<file path="src/rtl/irq_hub_pkg.sv">
package irq_hub_pkg;
    localparam int PROTO_CAUSES = 11;
    localparam int DMA_CAUSES   = 6;
    localparam int REG_W        = 8;
    localparam int ADDR_W       = 2;

    localparam logic [ADDR_W-1:0] A_TOP = 2'd0;
    localparam logic [ADDR_W-1:0] A_PLO = 2'd1;
    localparam logic [ADDR_W-1:0] A_PHI = 2'd2;
    localparam logic [ADDR_W-1:0] A_DMA = 2'd3;

    localparam int FLY_BIT   = 2;
    localparam int PROTO_BIT = 1;
    localparam int DMA_BIT   = 0;

    typedef enum logic {
        FLY_CLEAR = 1'b0,
        FLY_SET   = 1'b1
    } fly_state_t;
endpackage

</file>
<file path="src/rtl/cause_latch.sv">
module cause_latch #(
    parameter int W = 8
) (
    input  logic         clk,
    input  logic         rst_n,
    input  logic [W-1:0] evt,
    input  logic         rd_clr,
    output logic [W-1:0] q
);
    logic [W-1:0] kept;

    always_comb begin
        kept = rd_clr ? '0 : q;
    end

    always_ff @(posedge clk) begin
        if (!rst_n) q <= '0;
        else        q <= kept | evt;
    end


    evt_survives_chk: assert property (@(posedge clk) disable iff (!rst_n)
        (evt != '0) |=> ((q & $past(evt)) == $past(evt)));

    read_clears_chk: assert property (@(posedge clk) disable iff (!rst_n)
        rd_clr |=> ((q & ~$past(evt)) == '0));

    sticky_chk: assert property (@(posedge clk) disable iff (!rst_n)
        !rd_clr |=> ((q & $past(q)) == $past(q)));
endmodule

</file>
<file path="src/rtl/fly_flag_fsm.sv">
module fly_flag_fsm
    import irq_hub_pkg::*;
(
    input  logic clk,
    input  logic rst_n,
    input  logic set_req,
    input  logic clr_req,
    output logic flag
);
    fly_state_t state, state_nx;

    always_comb begin
        state_nx = state;
        unique case (state)
            FLY_CLEAR: if (set_req) state_nx = FLY_SET;
            FLY_SET:   if (clr_req && !set_req) state_nx = FLY_CLEAR;
        endcase
    end

    always_ff @(posedge clk) begin
        if (!rst_n) state <= FLY_CLEAR;
        else        state <= state_nx;
    end

    always_comb begin
        flag = (state == FLY_SET);
    end


    raise_chk: assert property (@(posedge clk) disable iff (!rst_n)
        set_req |=> flag);

    hold_chk: assert property (@(posedge clk) disable iff (!rst_n)
        (flag && !clr_req) |=> flag);

    ack_chk: assert property (@(posedge clk) disable iff (!rst_n)
        (clr_req && !set_req) |=> !flag);
endmodule

</file>
<file path="src/rtl/irq_status_hub.sv">
module irq_status_hub
    import irq_hub_pkg::*;
#(
    parameter int N_PROTO = PROTO_CAUSES,
    parameter int N_DMA   = DMA_CAUSES,
    parameter int RW      = REG_W
) (
    input  logic               clk,
    input  logic               rst_n,
    input  logic [N_PROTO-1:0] proto_evt,
    input  logic [N_DMA-1:0]   dma_evt,
    input  logic               fly_evt,
    input  logic [ADDR_W-1:0]  reg_sel,
    input  logic               rd_en,
    input  logic               wr_en,
    input  logic [RW-1:0]      wr_data,
    output logic [RW-1:0]      rd_data,
    output logic               irq
);
    localparam int PHI_W = N_PROTO - RW;
    localparam int PHI_PAD = RW - PHI_W;
    localparam int DMA_PAD = RW - N_DMA;
    localparam logic [RW-1:0] FLY_MASK = RW'(1) << FLY_BIT;

    logic [RW-1:0]    plo_q;
    logic [PHI_W-1:0] phi_q;
    logic [N_DMA-1:0] dma_q;
    logic             fly_q;
    logic             clr_req;
    logic             proto_sum, dma_sum;
    logic [RW-1:0]    top_q;

    always_comb begin
        clr_req = wr_en && (reg_sel == A_TOP) && ((wr_data & FLY_MASK) != '0);
    end

    cause_latch #(.W(RW)) u_plo (
        .clk(clk), .rst_n(rst_n), .evt(proto_evt[RW-1:0]),
        .rd_clr(rd_en && reg_sel == A_PLO), .q(plo_q));

    cause_latch #(.W(PHI_W)) u_phi (
        .clk(clk), .rst_n(rst_n), .evt(proto_evt[N_PROTO-1:RW]),
        .rd_clr(rd_en && reg_sel == A_PHI), .q(phi_q));

    cause_latch #(.W(N_DMA)) u_dma (
        .clk(clk), .rst_n(rst_n), .evt(dma_evt),
        .rd_clr(rd_en && reg_sel == A_DMA), .q(dma_q));

    fly_flag_fsm u_fly (
        .clk(clk), .rst_n(rst_n), .set_req(fly_evt),
        .clr_req(clr_req), .flag(fly_q));

    always_comb begin
        proto_sum = (plo_q != '0) || (phi_q != '0);
        dma_sum   = (dma_q != '0);
        top_q            = '0;
        top_q[FLY_BIT]   = fly_q;
        top_q[PROTO_BIT] = proto_sum;
        top_q[DMA_BIT]   = dma_sum;
        irq = |top_q;
    end

    always_comb begin
        unique case (reg_sel)
            A_TOP: rd_data = top_q;
            A_PLO: rd_data = plo_q;
            A_PHI: rd_data = {{PHI_PAD{1'b0}}, phi_q};
            A_DMA: rd_data = {{DMA_PAD{1'b0}}, dma_q};
        endcase
    end


    irq_source_chk: assert property (@(posedge clk) disable iff (!rst_n)
        irq == (fly_q || (plo_q != '0) || (phi_q != '0) || (dma_q != '0)));

    top_read_keeps_flag_chk: assert property (@(posedge clk) disable iff (!rst_n)
        (fly_q && rd_en && !wr_en) |=> fly_q);

    set_wins_chk: assert property (@(posedge clk) disable iff (!rst_n)
        (fly_evt && clr_req) |=> fly_q);
endmodule

</file>
<file path="config.mk">
export PLATFORM = sky130hd
export DESIGN_NAME = irq_status_hub
export DESIGN_NICKNAME = d
export VERILOG_FILES = /design/src/rtl/irq_hub_pkg.sv /design/src/rtl/cause_latch.sv /design/src/rtl/fly_flag_fsm.sv /design/src/rtl/irq_status_hub.sv
export SDC_FILE = /design/constraint.sdc
export NUM_CORES = 1
export LEC_CHECK = 0
export ABC_CLOCK_PERIOD_IN_PS = 1300
export BUFFER_PORTS_ARGS = -buffer_cell sky130_fd_sc_hd__clkbuf_2
export CAP_MARGIN = 10
export CORE_UTILIZATION = 40
export DETAILED_ROUTE_END_ITERATION = 10
export PLACE_DENSITY_LB_ADDON = 0.3
export REMOVE_ABC_BUFFERS = 1
export SYNTH_ARGS = -nofsm -noshare
export SYNTH_HDL_FRONTEND = slang
export SYNTH_HIERARCHICAL = 1
export SYNTH_SLANG_ARGS = --single-unit
</file>
<file path="constraint.sdc">
create_clock -name clk -period 1.3 [get_ports clk]
set_input_delay 0.195 -clock clk [delete_from_list [all_inputs] [get_ports clk]]
set_output_delay 0.195 -clock clk [all_outputs]
set_load 0.005 [all_outputs]
</file>
==> metrics.md <==
| Metric | Value |
|---|---|
| Largest net degree at the start of global routing | 19 |
| Routed WL | 1.843 mm |
| Max-slew violation count | 0 |
| Clk buf depth | 2 |
| I/O Buffers | 33 |
| I/O pins | 41 |
| RSZ-0062 raised after global routing | yes |
| Wl on met1 | 796 microns |
| Initial Util | 42.93% |
| Post-place setup slack | -174.5 ps |
| Tightest Pin Transition | 363.1 ps |
| Top cell type's share of synthesized area | 42.35% |
| Cell Count, Final, Fillers Out | 160 |
| Final worst-path setup slack | -499.0 ps |
| WP data required | 1110 ps |
| Final ANT Viol Nets | 0 |
| DR DRC count | 0 |
| Final setup TNS | -1632 ps |
| Area after DPL | 0.001155 sq mm |
| Peak VDD IR | 665.0 uV |
| Synth Register Bits | 18 |
| HPWL Detailed | 1.457 mm |
| Clk sinks | 18 |
| Routed vias/inst | 4.744 |
| Total GRT Usage | 18.69% |
| Hold Path Class | input pin to flop |
| Worst slew margin | 75.79% |
| Reg clk slew, reported paths | 100 ps |
| First-pass GRT wire length | 2.794 mm |
| CP startpoint kind | flop |
| PwrDens | 989.9 mW/mm^2 |
| Die H | 48.12 microns |
| Die X | 48.12 microns |
| Crit. End Element | primary output |
| WHS | 98.44 ps |
| Vias in the first global route | 676 |
| Die area | 0.002316 sq mm |
| Setup-failing EPs final | 4 |
| Post-synth EDFFs | 0 |
| Post-synth top flop | dfxtp_1 |
| Failing checks | negative setup slack |
| # rows | 16 |
| Wire per inst | 11.52 microns |
| # diodes | 0 |
| Final instance area | 0.001246 sq mm |
| Uppermost layer routed | met4 |
| Dpl cells | 156 |
| Worst skew pair latency | 300 ps |
| Fin crit share | 138.4% |
| Largest cells by area after synthesis | dfxtp_1 42%, o21a_1 16%, nor2b_1 15% |
| WS Path Type | flop to primary output |
| Seq/Total Area, Yosys | 42.35% |
| Cell taking the most area after synthesis | dfxtp_1 |
| Leakage | 0.5789 nW |
| Reg-to-reg slack, setup | 440 ps |
| Post-synth top cells | 21 x nor2b_1, 18 x dfxtp_1, 18 x o21a_1 |
| # nets final | 166 |
| Core area | 0.001982 sq mm |
| RePlAce Congestion | 0.7879 |
| Mean Syn Cell Area | 10.25 sq um |
| Grt total ovfl | 0 |
| Initial antenna violation count | 0 |
| Outcome | complete, but fails checks |
| WL met2 | 912 microns |
| Pre-Repair DR Iteration Count | 3 |
| Asr flop ratio synth | 0% |
| Netlist cell types | 17 |
| Fmax | 0.5559 GHz |
| Final hold vios | 0 |
| Routed met3 length | 104 microns |
| Routed via count | 759 |
| Crit-path max FO | 2 |
| Clock Skews | 0 ps |
| Starting DRT DRC Count | 5 |
| Fin crit period | 1799 ps |
| Total power | 1.234 mW |
| CTS tree | yes |
| Final Core Density | 62.88% |
| Yosys warns | 6 |
| H-tree Lvls | 1 |
| TritonCTS buffer count | 3 |
| Max-Cap Viols | 0 |
| WP data arrival | 1600 ps |
| Most instantiated library cell after synthesis | nor2b_1 |
| Area growth, synth to finish | 46.47% |
| Mapped cell area | 850.8 sq um |
| Syn Inst Count | 83 |
| Root buffer cell | clkbuf_4 |
| Share of cells above drive strength 1 | 54.89% |
[kinds of logic after synthesis]
group	count (synthesis)	synth area share, %
compound gates	18	15.88
buf+inv	3	1.764
flops	18	42.35
mux	6	11.47
simple gates	38	28.53
[final cells by class]
class                           count  area (sq um)
Multi-Input combinational cell     62         481.7
Fill cell                         191         735.7
Timing Repair Buffer               49         319.1
Clock buffer                        4         36.28
Sequential cell                    18         375.4
Tap cell                           27         33.78
[worst max-delay path: stages (launching register included)]
cell,delay [ps]
dfxtp_2,340
nor4_2,250
nand3_1,130
mux4_2,460
clkbuf_2,120
[worst paths after layout]
check	depth (start not counted)	from	to
hold reg to reg	2	u_plo/q[6]	u_plo/q[6]
hold / removal	2	proto_evt[7]	u_plo/q[7]
setup / recovery	4	u_phi/q[0]	rd_data[1]
setup reg to reg	3	u_dma/q[3]	u_dma/q[3]
[layout by cell type, fill, tap and decap left out, types with 2 or more instances in the layout]
cell type	instances
clkbuf_4	3
mux4_2	3
buf_4	7
nor2b_1	21
nand2_1	3
o21a_1	18
buf_6	9
dfxtp_2	12
mux2i_1	3
nor3_1	2
buf_2	3
clkbuf_2	30
dfxtp_1	6
nor2_1	2
nor4_2	3
and2_1	3
[metal layers]
| layer | GRT usage, % | vias to the layer above |
|---|---|---|
| li1 | - | 395 |
| met1 | 21.15 | 340 |
| met2 | 30.81 | 20 |
| met3 | 7.778 | 4 |
| met4 | 8.333 | 0 |
| met5 | 0 | - |
[power breakdown]
group | switching [mW] | internal [mW]
sequential | 0.0304 | 0.598
combinational | 0.0909 | 0.168
clock | 0.176 | 0.171
total | 0.297 | 0.937
[registers in the layout, indices dropped and copies added (netlist names)]
register / count
u_plo/q: 8
u_phi/q: 3
u_dma/q: 6
u_fly/flag: 1
[what timing repair did]
action / CTS / global route
pin swaps: 3 / 1
gates resized for setup: 8 / 18
setup buffers: 0 / 1
hold buffers: 0 / 0
endpoints found under the hold margin: 0 / 0
setup endpoints to repair: 4 / 7
Note: power is estimated with default switching activity, not from simulation.
